==> config.mk <==
export PLATFORM = sky130hd
export DESIGN_NAME = evt_stamp_top
export DESIGN_NICKNAME = d
export VERILOG_FILES = /design/src/rtl/ets_pkg.sv /design/src/rtl/ets_event_front.sv /design/src/rtl/ets_capture_arb.sv /design/src/rtl/ets_rec_fifo.sv /design/src/rtl/ets_spi_port.sv /design/src/rtl/evt_stamp_top.sv
export SDC_FILE = /design/constraint.sdc
export NUM_CORES = 1
export LEC_CHECK = 0
export BUFFER_PORTS_ARGS = -buffer_cell sky130_fd_sc_hd__buf_4
export CELL_PAD_IN_SITES_DETAIL_PLACEMENT = 1
export CELL_PAD_IN_SITES_GLOBAL_PLACEMENT = 2
export CORE_ASPECT_RATIO = 2
export CORE_UTILIZATION = 43
export DETAILED_ROUTE_END_ITERATION = 12
export GPL_ROUTABILITY_DRIVEN = 0
export PLACE_DENSITY_LB_ADDON = 0.1
export SLEW_MARGIN = 10
export SYNTH_ARGS = -nofsm -noshare
export SYNTH_HDL_FRONTEND = slang
export SYNTH_HIERARCHICAL = 1
export SYNTH_SLANG_ARGS = --single-unit
==> constraint.sdc <==
create_clock -name clk -period 3.4 [get_ports clk]
set_input_delay 0.51 -clock clk [delete_from_list [all_inputs] [get_ports clk]]
set_output_delay 0.51 -clock clk [all_outputs]
set_load 0.03 [all_outputs]
==> src/rtl/ets_pkg.sv <==
// Package: shared constants for the event timestamp unit.
// Assumes records carry a fixed 32-bit time field and a 3-bit channel index.
package ets_pkg;
    localparam int TS_W    = 32;
    localparam int CH_W    = 3;
    localparam int REC_W   = 1 + CH_W + TS_W;
    localparam int RESP_W  = 40;

    localparam logic [7:0] OP_POP  = 8'h01;
    localparam logic [7:0] OP_LIVE = 8'h02;
    localparam logic [7:0] OP_STAT = 8'h03;
    localparam logic [7:0] OP_WR   = 8'h04;
endpackage

==> src/rtl/ets_event_front.sv <==
// Module: per-channel input synchroniser and qualified edge detector.
// Assumes inputs are fully asynchronous; SYNC_STAGES >= 2. The hit output
// rises SYNC_STAGES-1 cycles after the edge that first sampled a new level.
module ets_event_front #(
    parameter int NCH         = 8,
    parameter int SYNC_STAGES = 2
) (
    input  logic           clk,
    input  logic           rst_n,
    input  logic [NCH-1:0] evt_in,
    input  logic [NCH-1:0] chan_en,
    input  logic [NCH-1:0] rise_sel,
    input  logic [NCH-1:0] fall_sel,
    output logic [NCH-1:0] hit,
    output logic [NCH-1:0] hit_pol
);
    for (genvar g = 0; g < NCH; g++) begin : g_ch
        logic [SYNC_STAGES-1:0] sync_q;
        logic                   prev_q;
        logic                   lvl;

        // Shift the raw input through the synchroniser and keep the last level
        always_ff @(posedge clk) begin
            if (!rst_n) begin
                sync_q <= '0;
                prev_q <= 1'b0;
            end else begin
                sync_q <= {sync_q[SYNC_STAGES-2:0], evt_in[g]};
                prev_q <= sync_q[SYNC_STAGES-1];
            end
        end

        // Qualify the detected edge with enable and edge selects
        always_comb begin
            lvl        = sync_q[SYNC_STAGES-1];
            hit[g]     = chan_en[g] & ((rise_sel[g] & lvl & ~prev_q) |
                                       (fall_sel[g] & ~lvl & prev_q));
            hit_pol[g] = lvl;
        end
    end
endmodule

==> src/rtl/ets_capture_arb.sv <==
// Module: per-channel capture slots plus a fixed-priority drain into the queue.
// Each hit latches the timestamp into its own slot, so same-cycle edges keep an
// identical time; the lowest pending channel is pushed first. A hit on a slot
// that is still pending and not being drained overwrites it and reports a loss.
module ets_capture_arb #(
    parameter int NCH = 8
) (
    input  logic                        clk,
    input  logic                        rst_n,
    input  logic [NCH-1:0]              hit,
    input  logic [NCH-1:0]              hit_pol,
    input  logic [ets_pkg::TS_W-1:0]    ts_in,
    output logic                        push,
    output logic [ets_pkg::REC_W-1:0]   push_rec,
    output logic                        lost
);
    import ets_pkg::*;

    logic [NCH-1:0]  pend;
    logic [NCH-1:0]  slot_pol;
    logic [TS_W-1:0] slot_ts [NCH];
    logic [NCH-1:0]  gnt;
    logic [CH_W-1:0] gidx;

    // Pick the lowest-numbered pending slot
    always_comb begin
        gnt  = '0;
        gidx = '0;
        for (int i = NCH - 1; i >= 0; i--) begin
            if (pend[i]) gidx = CH_W'(i);
        end
        if (|pend) gnt[gidx] = 1'b1;
    end

    // Present the granted slot as the queue write
    always_comb begin
        push     = |pend;
        push_rec = {slot_pol[gidx], gidx, slot_ts[gidx]};
        lost     = |(hit & pend & ~gnt);
    end

    // Fill slots on hits, free them when drained
    always_ff @(posedge clk) begin
        if (!rst_n) begin
            pend     <= '0;
            slot_pol <= '0;
            for (int i = 0; i < NCH; i++) slot_ts[i] <= '0;
        end else begin
            for (int i = 0; i < NCH; i++) begin
                if (hit[i]) begin
                    pend[i]     <= 1'b1;
                    slot_pol[i] <= hit_pol[i];
                    slot_ts[i]  <= ts_in;
                end else if (gnt[i]) begin
                    pend[i] <= 1'b0;
                end
            end
        end
    end


    hit_to_push_chk: assert property (@(posedge clk) disable iff (!rst_n)
        (|hit) |=> push);
endmodule

==> src/rtl/ets_rec_fifo.sv <==
// Module: record queue with first-word fall-through read.
// Assumes DEPTH is a power of two. A push when full is refused unless a pop
// happens in the same cycle; a refused push is reported on drop.
module ets_rec_fifo #(
    parameter int DEPTH = 16,
    parameter int W     = 36
) (
    input  logic                        clk,
    input  logic                        rst_n,
    input  logic                        push,
    input  logic [W-1:0]                din,
    input  logic                        pop,
    output logic [W-1:0]                dout,
    output logic                        empty,
    output logic [$clog2(DEPTH+1)-1:0]  level,
    output logic                        drop
);
    localparam int AW = $clog2(DEPTH);
    localparam int LW = $clog2(DEPTH + 1);

    logic [W-1:0]  mem [DEPTH];
    logic [AW-1:0] wr_ptr, rd_ptr;
    logic          full, accept, take;

    // Derive occupancy conditions and the accepted operations
    always_comb begin
        empty  = (level == '0);
        full   = (level == LW'(DEPTH));
        take   = pop && !empty;
        accept = push && (!full || take);
        drop   = push && !accept;
        dout   = mem[rd_ptr];
    end

    // Store accepted records
    always_ff @(posedge clk) begin
        if (accept) mem[wr_ptr] <= din;
    end

    // Advance pointers and the fill level
    always_ff @(posedge clk) begin
        if (!rst_n) begin
            wr_ptr <= '0;
            rd_ptr <= '0;
            level  <= '0;
        end else begin
            if (accept) wr_ptr <= wr_ptr + 1'b1;
            if (take)   rd_ptr <= rd_ptr + 1'b1;
            case ({accept, take})
                2'b10:   level <= level + 1'b1;
                2'b01:   level <= level - 1'b1;
                default: level <= level;
            endcase
        end
    end


    level_bound_chk: assert property (@(posedge clk) disable iff (!rst_n)
        level <= LW'(DEPTH));

    full_hold_chk: assert property (@(posedge clk) disable iff (!rst_n)
        (full && push && !pop) |=> $stable(level));

    pop_nonempty_chk: assert property (@(posedge clk) disable iff (!rst_n)
        pop |-> !empty);
endmodule

==> src/rtl/ets_spi_port.sv <==
// Module: SPI mode-0 slave sampled in the core clock domain.
// Assumes the serial clock is at most one eighth of the core clock. The first
// byte is a command; the response word is loaded once, one cycle after the
// command strobe, and shifted out MSB first on later falling edges.
module ets_spi_port #(
    parameter int RESP_W = 40
) (
    input  logic              clk,
    input  logic              rst_n,
    input  logic              sclk,
    input  logic              cs_n,
    input  logic              mosi,
    output logic              miso,
    output logic              cmd_stb,
    output logic [7:0]        cmd_byte,
    output logic              dat_stb,
    output logic [7:0]        dat_byte,
    output logic [2:0]        dat_idx,
    input  logic [RESP_W-1:0] resp
);
    logic [1:0]        sclk_q, cs_q, mosi_q;
    logic              sclk_d;
    logic              active, rise, fall;
    logic [6:0]        rx;
    logic [7:0]        new_byte;
    logic [5:0]        bitcnt;
    logic [RESP_W-1:0] txsh;

    // Bring the serial lines into the core domain
    always_ff @(posedge clk) begin
        if (!rst_n) begin
            sclk_q <= '0;
            cs_q   <= 2'b11;
            mosi_q <= '0;
            sclk_d <= 1'b0;
        end else begin
            sclk_q <= {sclk_q[0], sclk};
            cs_q   <= {cs_q[0], cs_n};
            mosi_q <= {mosi_q[0], mosi};
            sclk_d <= sclk_q[1];
        end
    end

    // Decode serial clock edges inside a selected transaction
    always_comb begin
        active   = ~cs_q[1];
        rise     = active & sclk_q[1] & ~sclk_d;
        fall     = active & ~sclk_q[1] & sclk_d;
        new_byte = {rx, mosi_q[1]};
        miso     = txsh[RESP_W-1];
    end

    // Collect bits, emit byte strobes, and shift the response
    always_ff @(posedge clk) begin
        if (!rst_n) begin
            rx       <= '0;
            bitcnt   <= '0;
            txsh     <= '0;
            cmd_stb  <= 1'b0;
            cmd_byte <= '0;
            dat_stb  <= 1'b0;
            dat_byte <= '0;
            dat_idx  <= '0;
        end else if (!active) begin
            bitcnt  <= '0;
            txsh    <= '0;
            cmd_stb <= 1'b0;
            dat_stb <= 1'b0;
        end else begin
            cmd_stb <= 1'b0;
            dat_stb <= 1'b0;
            if (rise) begin
                rx <= new_byte[6:0];
                if (bitcnt != 6'd63) bitcnt <= bitcnt + 1'b1;
                if (bitcnt == 6'd7) begin
                    cmd_stb  <= 1'b1;
                    cmd_byte <= new_byte;
                end else if (bitcnt[2:0] == 3'd7) begin
                    dat_stb  <= 1'b1;
                    dat_byte <= new_byte;
                    dat_idx  <= bitcnt[5:3];
                end
            end
            if (cmd_stb) begin
                txsh <= resp;
            end else if (fall && bitcnt > 6'd8) begin
                txsh <= {txsh[RESP_W-2:0], 1'b0};
            end
        end
    end


    miso_idle_chk: assert property (@(posedge clk) disable iff (!rst_n)
        !active |=> !miso);
endmodule

==> src/rtl/evt_stamp_top.sv <==
// Module: event timestamp capture unit top level.
// Holds the free-running counter, wrap interrupt, status flags and host
// configuration, and joins the input front end, slot arbiter, record queue
// and SPI port. Assumes CNT_W <= 32 and NCH <= 8.
module evt_stamp_top #(
    parameter int NCH         = 8,
    parameter int CNT_W       = 32,
    parameter int SYNC_STAGES = 2,
    parameter int FIFO_DEPTH  = 16
) (
    input  logic           clk,
    input  logic           rst_n,
    input  logic [NCH-1:0] evt_in,
    input  logic           spi_sclk,
    input  logic           spi_cs_n,
    input  logic           spi_mosi,
    output logic           spi_miso,
    output logic           rollover_irq
);
    import ets_pkg::*;

    localparam int LVL_W = $clog2(FIFO_DEPTH + 1);
    localparam logic [CNT_W-1:0] LAT = CNT_W'(SYNC_STAGES - 1);

    logic [CNT_W-1:0]  cnt;
    logic              wrap;
    logic              missed_q, ovf_q, pv_q;
    logic [NCH-1:0]    en_q, rs_q, fs_q, en_stg, rs_stg;
    logic [7:0]        cur_cmd;
    logic [NCH-1:0]    hit, hit_pol;
    logic [TS_W-1:0]   ts_cap;
    logic              arb_push, arb_lost;
    logic [REC_W-1:0]  arb_rec, q_rec;
    logic              q_pop, q_empty, q_drop;
    logic [LVL_W-1:0]  q_level;
    logic              cmd_stb, dat_stb;
    logic [7:0]        cmd_byte, dat_byte;
    logic [2:0]        dat_idx;
    logic [RESP_W-1:0] resp;
    logic [2:0]        clr;

    // Free-running counter and wrap detect
    always_ff @(posedge clk) begin
        if (!rst_n) cnt <= '0;
        else        cnt <= cnt + 1'b1;
    end
    assign wrap = &cnt;

    // Marks cycles whose previous cycle was out of reset
    always_ff @(posedge clk) begin
        pv_q <= rst_n;
    end

    // Timestamp with synchroniser delay removed
    assign ts_cap = TS_W'(cnt - LAT);

    // Wrap interrupt, missed-wrap and overflow flags
    always_ff @(posedge clk) begin
        if (!rst_n) begin
            rollover_irq <= 1'b0;
            missed_q     <= 1'b0;
            ovf_q        <= 1'b0;
        end else begin
            if (wrap)        rollover_irq <= 1'b1;
            else if (clr[0]) rollover_irq <= 1'b0;
            if (wrap && rollover_irq) missed_q <= 1'b1;
            else if (clr[1])          missed_q <= 1'b0;
            if (arb_lost || q_drop) ovf_q <= 1'b1;
            else if (clr[2])        ovf_q <= 1'b0;
        end
    end

    // Command tracking and staged configuration writes
    always_ff @(posedge clk) begin
        if (!rst_n) begin
            cur_cmd <= '0;
            en_q    <= '0;
            rs_q    <= '0;
            fs_q    <= '0;
            en_stg  <= '0;
            rs_stg  <= '0;
        end else begin
            if (cmd_stb) cur_cmd <= cmd_byte;
            if (dat_stb && cur_cmd == OP_WR) begin
                case (dat_idx)
                    3'd2: en_stg <= dat_byte[NCH-1:0];
                    3'd3: rs_stg <= dat_byte[NCH-1:0];
                    3'd4: begin
                        en_q <= en_stg;
                        rs_q <= rs_stg;
                        fs_q <= dat_byte[NCH-1:0];
                    end
                    default: ;
                endcase
            end
        end
    end

    // Clear pulses from the first data byte of a write
    always_comb begin
        clr = (dat_stb && cur_cmd == OP_WR && dat_idx == 3'd1) ? dat_byte[2:0] : 3'b000;
    end

    // Response word for the command just received, and the pop request
    always_comb begin
        case (cmd_byte)
            OP_POP:  resp = {~q_empty, 3'b000, q_rec[REC_W-1], q_rec[REC_W-2 -: CH_W],
                             q_rec[TS_W-1:0]};
            OP_LIVE: resp = {TS_W'(cnt), 8'h00};
            OP_STAT: resp = {4'b0000, q_empty, ovf_q, missed_q, rollover_irq,
                             8'(q_level), 24'h000000};
            default: resp = '0;
        endcase
        q_pop = cmd_stb && cmd_byte == OP_POP && !q_empty;
    end

    ets_event_front #(.NCH(NCH), .SYNC_STAGES(SYNC_STAGES)) front_i (
        .clk(clk), .rst_n(rst_n), .evt_in(evt_in), .chan_en(en_q),
        .rise_sel(rs_q), .fall_sel(fs_q), .hit(hit), .hit_pol(hit_pol));

    ets_capture_arb #(.NCH(NCH)) arb_i (
        .clk(clk), .rst_n(rst_n), .hit(hit), .hit_pol(hit_pol), .ts_in(ts_cap),
        .push(arb_push), .push_rec(arb_rec), .lost(arb_lost));

    ets_rec_fifo #(.DEPTH(FIFO_DEPTH), .W(REC_W)) fifo_i (
        .clk(clk), .rst_n(rst_n), .push(arb_push), .din(arb_rec), .pop(q_pop),
        .dout(q_rec), .empty(q_empty), .level(q_level), .drop(q_drop));

    ets_spi_port #(.RESP_W(RESP_W)) spi_i (
        .clk(clk), .rst_n(rst_n), .sclk(spi_sclk), .cs_n(spi_cs_n), .mosi(spi_mosi),
        .miso(spi_miso), .cmd_stb(cmd_stb), .cmd_byte(cmd_byte), .dat_stb(dat_stb),
        .dat_byte(dat_byte), .dat_idx(dat_idx), .resp(resp));


    cnt_step_chk: assert property (@(posedge clk) disable iff (!rst_n || !pv_q)
        cnt == CNT_W'($past(cnt) + 1'b1));

    wrap_irq_chk: assert property (@(posedge clk) disable iff (!rst_n)
        wrap |=> rollover_irq);

    irq_hold_chk: assert property (@(posedge clk) disable iff (!rst_n)
        (rollover_irq && !clr[0]) |=> rollover_irq);

    missed_set_chk: assert property (@(posedge clk) disable iff (!rst_n)
        (wrap && rollover_irq) |=> missed_q);

    ovf_set_chk: assert property (@(posedge clk) disable iff (!rst_n)
        (arb_lost || q_drop) |=> ovf_q);
endmodule

==> results of run 1 <==
-- final timing paths --
| check | startpoint | end | slack [ns] | depth (start not counted) |
|---|---|---|---|---|
| worst max register to register | cnt[0] | arb_i/slot_ts[6][26] | 0.20 | 7 |
| worst max-delay path | cnt[0] | arb_i/slot_ts[6][26] | 0.20 | 7 |
| worst min-delay path | evt_in[0] | front_i/g_ch[0].sync_q[0] | 0.05 | 2 |
| worst min register to register | spi_i/cs_q[0] | spi_i/cs_q[1] | 0.45 | 1 |
-- timing repair --
action                    4_1_cts  5_1_grt
buffers inserted                0        0
hold buffers                    5        0
hold endpoints to repair        5        0
-- worst register-to-register path, delay by kind of cell, from the launching register on --
family	cells	cell delay (ns)
fa+ha+maj	1	0.27
flops	1	0.38
xor+xnor	1	0.61
simple gates	4	1.57
buf+inv	1	0.24
-- cells in the final DEF (no fill, tap or decap), types with 20 or more instances in the layout --
master     Yosys  final
mux2i_1      161    161
mux2_2        25     25
a211oi_1      39     39
o221ai_1      41     41
nand2_1      158    158
a21oi_1       60     58
a22oi_1      107    107
nand3_1       37     37
edfxtp_1     832    832
nor2_1        77     76
inv_1         21     21
o22a_1        25     25
and2_2         9     22
or4_1         20     20
and2_1        82     69
mux4_2       144    144
nor2b_1       24     21
and3_1       201    197
clkbuf_16      0     95
buf_12         0     28
xor2_1        26     26
dfxtp_1      221    218
buf_4         21    170
a22o_1        20     20
nor3_1        56     56
-- layout make-up --
type | instances | area, um2
multi-input combinational | 1548 | 13100
tap | 1328 | 1660
fill | 9758 | 50900
inverter | 23 | 86.3
timing repair buffer | 204 | 1900
clock inverter | 47 | 594
clock buffer | 119 | 2520
sequential | 1053 | 29400
antenna | 2 | 5.00
-- sequential cells by signal, indices dropped and copies added, names as in the netlist, 16 cells and up, named ones only --
name,cells
arb_i/slot_ts,256
fifo_i/mem,576
spi_i/txsh,40
cnt,32
front_i/g_ch.sync_q,16
-- power breakdown --
group	internal (mW)	total, mW	switching [mW]
Sequential	14.0	14.0	0.0600
Combinational	0.220	0.786	0.566
Clock	6.24	11.1	4.81
-- cells by family (layout without fill, tap and decap cells) --
logic type,Yosys count,count (layout)
AOI/OAI and AO/OA,382,382
xor gates and xnor gates,45,45
adders and majority gates,14,14
buffers and inverters,258,393
DFF,1053,1053
muxes,332,332
other,0,2
and+or+nand+nor,775,775
-- layer usage --
metal / global-route usage (%) / part of all wire, % / vias up
met2: 47.7 / 57 / 427
met1: 27.5 / 37 / 13500
met3: 2.40 / 2.6 / 168
met5: 0 / 0 / -
met4: 9.05 / 3.2 / 0
li1: - / - / 11300
==> flow_summary_export.csv, run 1 <==
group,metric,value,unit
grt,grt_pass1_vias,27700,
clocking,cts-resized-gates,0,
grt,grt_max_degree,142,
placement,dpl.cell_count,4151,
final_layout,final_core_util,49.2,%
final_layout,final_cell_area,49300,um2
synth,synth-simple-area-share,9.95,%
timing,max_slew_margin,13.6,%
clocking,htreeDepth,3,
drt,drc,0,
placement,port_buffers,14,
grt,grt-ovfl-total,0,
synth,synth_most_common_cell,"edfxtp_1",
synth,synth_area,43500,um2
drt,routed_wl,124000,um
critical_path,critPathTopFamily,"simple AND/OR/NAND/NOR gates",
clocking,cts.sinks,1053,
floorplanning,rows,164,
clocking,cts_tree,"yes",
timing,fin_crit_sh,94.1,%
grt,antenna_found_initial,1,
critical_path,worstSetupPathType,"reg2reg",
synth,synth-warning-count,6,
timing,finalWorstSetupSlack,0.201,ns
power_and_ir_drop,p_leak,17.3,nW
synth,synth_fa_ha_area_share,0.420,%
synth,ys_seq_elements,1053,
critical_path,cp-start-kind,"flip-flop",
synth,async_flop_share,0,%
final_layout,instances_no_fill,4324,
final_layout,drive_gt1_share,19.5,%
critical_path,crit_slowest_cell,"or4b_1",
flow_run,drv_cap,0,
floorplanning,initial_utilization,43.4,%
timing,rsz0062_at_grt,"false",
critical_path,crit_fanout,8,
timing,hold_slack,0.0485,ns
final_layout,layout.nets,2949,
grt,grt_pass1_wl,184000,um
critical_path,critPathMaxStageDelay,0.62,ns
drt,drt-initial-drc-count,1567,
final_layout,area_growth,13.2,%
clocking,clock_path_buffers,3,
synth,yosysTopAreaCell,"edfxtp_1",
outcome,status,"finished, final reports clean",
timing,fin_skew,0.0228,ns
drt,viasPerCell,5.87,
placement,dpl.hpwl,83500,um
synth,postSynthAreaPerCell,15.2,um2
drt,drt_pass1_iterations,5,
timing,drv_slew,0,
synth,ys_seq_area_share,67.6,%
synth,synth-edff-count,832,
synth,syn-num-nets,2886,
synth,synth_top_area_share,57.4,%
power_and_ir_drop,power.density,525,nW/um2
floorplanning,die_area,103000,um2
timing,fin_crit,3.20,ns
clocking,root_buffer,"clkbuf_16",
timing,setup_violations,0,
worst_hold_path,hold_class,"in2reg",
floorplanning,die_w,227,um
drt,wl_per_cell,28.6,um
power_and_ir_drop,finalPower,25.9,mW
critical_path,crit_buf_inv,1,
critical_path,worstPathArrival,3.75,ns
placement,dpl-instance-area,46100,um2
synth,synth_xor_area_share,0.906,%
drt,vias,25400,
critical_path,cp_cell_sequence,"inv_1, ha_1, or4b_1, or3_1, nor4_2, xor2_1, and2_1",
floorplanning,core,100000,um2
grt,grt_util_all_layers,24.7,%
placement,place_ws,0.285,ns
timing,fin_tns_setup,0,ns
synth,netlist_instances,2859,
synth,synth_compound_area_share,6.58,%
critical_path,cp.required,3.95,ns
critical_path,endpoint_kind,"flip-flop",
drt,ant_nets,0,
floorplanning,io_pins,15,
power_and_ir_drop,irDropWorstVdd,0.392,mV
timing,hold_viol_final,0,
floorplanning,fp.dieH,452,um
timing,max_clock_freq,313,MHz
synth,synth.distinct_cells,78,
synth,synthMuxAreaShare,11.9,%
synth,synth_ff_type,"edfxtp_1",
clocking,clk_latency,0.70,ns
clocking,numCtsBuffers,92,
synth,synth_top_family_by_area,"multiplexers",
synth,synthTopCellsByCount,"edfxtp_1, dfxtp_1, and3_1",
synth,synth.top_cells.by_area,"edfxtp_1, dfxtp_1, mux4_2",
clocking,path_clk_slew,0.07,ns
timing,worstMarginPinSlew,1.30,ns
Note: power is estimated with default switching activity, not from simulation.
==> run 2, diff against run 1 <==
CORE_UTILIZATION = 35   (was 43)
==> run 2 against run 1 <==
  * Sequential cell count stayed put
  * Critical path depth is 2 higher
  * Sequential share of layout area is 0.95 points lower
  * Clock skew is 0.0016 ns higher
  * Largest power group unchanged
  * Global-route usage is 2.9 points lower
  * Worst setup slack worse by 0.050 ns
  * Register-to-register slack worse by 0.05 ns
  * Final cell count is 8.8% higher
  * Via count is 0.28% higher
  * Non-clock buffer count is 35 higher
==> flow_summary_export.csv, run 2 (synthesis gave the netlist of run 1 again) <==
group,metric,value,unit
floorplanning,core,123000,um2
power_and_ir_drop,p_int,20.4,mW
final_layout,reg_top3,"fifo_i/mem (576), arb_i/slot_ts (256), spi_i/txsh (40)",
critical_path,crit_path_start,"spi_i/cmd_byte[3]",
timing,fin_tns_setup,0,ns
drt,ant_nets,0,
timing,max_slew_margin,24.2,%
final_layout,final_cell_area,50100,um2
power_and_ir_drop,p_comb_share,3.1,%
floorplanning,io_pins,15,
grt,antenna_found_initial,3,
power_and_ir_drop,irDropWorstVdd,0.417,mV
clocking,root_buffer,"clkbuf_16",
timing,worstMarginPinSlew,1.13,ns
final_layout,area_growth,15.1,%
final_layout,largest_reg_flops,576,
critical_path,worstPathArrival,3.61,ns
worst_hold_path,holdCritStartpoint,"evt_in[4]",
timing,fin_crit_sh,95.6,%
power_and_ir_drop,seq_power_share,54.0,%
clocking,post_cts_buffers,0,
timing,drv_slew,0,
power_and_ir_drop,clkPwrFrac,42.9,%
floorplanning,die_area,126000,um2
final_layout,largest-register,"fifo_i/mem",
power_and_ir_drop,p_leak,17.5,nW
placement,port_buffers,14,
timing,max_clock_freq,308,MHz
clocking,numCtsBuffers,97,
drt,viasPerCell,5.41,
drt,drc,0,
critical_path,r2r-start,"spi_i/cmd_byte[3]",
power_and_ir_drop,p_sw,5.65,mW
timing,rsz0062_at_grt,"false",
final_layout,drive_gt1_share,20.5,%
floorplanning,die_w,251,um
outcome,status,"finished, final reports clean",
grt,grt-ovfl-total,0,
drt,vias,25400,
critical_path,worstSetupPathType,"reg2reg",
grt,grt_util_all_layers,21.8,%
placement,dpl.hpwl,91200,um
power_and_ir_drop,switching_share,21.7,%
critical_path,cp-start-kind,"flip-flop",
floorplanning,fp.dieH,501,um
clocking,clk_latency,0.70,ns
floorplanning,rows,182,
drt,drt-initial-drc-count,1250,
grt,grt_pass1_wl,196000,um
clocking,cts_tree,"yes",
critical_path,endpoint_kind,"flip-flop",
critical_path,crit_fanout,30,
clocking,cts.sinks,1053,
timing,setup_violations,0,
drt,routed_wl,136000,um
flow_run,drv_cap,0,
clocking,htreeDepth,3,
final_layout,layout.nets,2989,
grt,grt_pass1_vias,28100,
final_layout,fillers,12300,
timing,hold_viol_final,0,
drt,wl_per_cell,28.8,um
floorplanning,initial_utilization,35.3,%
final_layout,most-common-layout-cells,"edfxtp_1, dfxtp_1, buf_4",
timing,fin_skew,0.0244,ns
clocking,path_clk_slew,0.06,ns
final_layout,final_common_cell,"edfxtp_1",
power_and_ir_drop,power.density,520,nW/um2
placement,dpl-instance-area,46800,um2
drt,drt_pass1_iterations,5,
worst_hold_path,hold_class,"in2reg",
timing,fin_crit,3.25,ns
grt,grt_max_degree,124,
critical_path,cp.required,3.76,ns
clocking,clock_path_buffers,3,
## run 2: cell type report
class                   count  area (um2)  area share (%)
multi-input cells        1548       13100            26.1
clock inverters            54         485           0.970
repair buffers            239        2200            4.39
flip-flops and latches   1053       29400            58.8
clock buffers             127        2720            5.42
inverters                  23        86.3           0.172
diodes                      5        12.5          0.0250
well taps                1656        2070            4.14
## run 2: final timing paths
check / end / slack [ns] / cells past startpoint
setup / recovery: fifo_i/mem[11][9] / 0.15 / 9
hold / removal: front_i/g_ch[4].sync_q[0] / 0.05 / 2
setup reg to reg: fifo_i/mem[11][9] / 0.15 / 9
hold reg to reg: spi_i/cs_q[1] / 0.42 / 1
## run 2: stage by stage
step                power (mW)  cells  setup WS (ns)  hold WS (ns)  utilization [%]
floorplan                 14.7   2859          0.112         0.386                -
global placement          15.1   4511         0.0486         0.392             38.0
detailed placement        15.2   4511         0.0984         0.411             38.0
CTS                       26.4   4700         0.0733       0.00331             40.6
global route              26.8   4701         0.0141        0.0312             40.6
finish                    26.0   4705          0.151        0.0537             40.6
## run 2: repair_timing
action / CTS / global route
endpoints found under the setup margin: 0 / 0
hold buffers: 8 / 0
endpoints found under the hold margin: 8 / 0
gates resized for setup: 0 / 0
## run 2: metal layers
metal,GRT usage (%),wire (um)
met1,22.2,48100
met4,7.52,4340
met5,0,0
met3,1.97,2990
met2,44.9,80200
## run 2: critical path: stages (launching register included)
cell and delay (ns):
dfxtp_1 0.32, nor4_1 0.40, nand2_1 0.17, nor3b_2 0.27
and3_1 0.25, nand2b_1 0.20, o21ai_4 0.11, nor3b_1 0.50
and2_2 0.38, buf_12 0.28
## run 2: power groups by stage
stage | Clock, mW | Combinational (mW) | Sequential (mW)
after floorplan | 0 | 0.376 | 14.3
after global placement | 0 | 0.801 | 14.3
after detailed placement | 0 | 0.825 | 14.3
after CTS | 11.5 | 0.835 | 14.1
after global routing | 11.9 | 0.867 | 14.1
final | 11.2 | 0.813 | 14.1
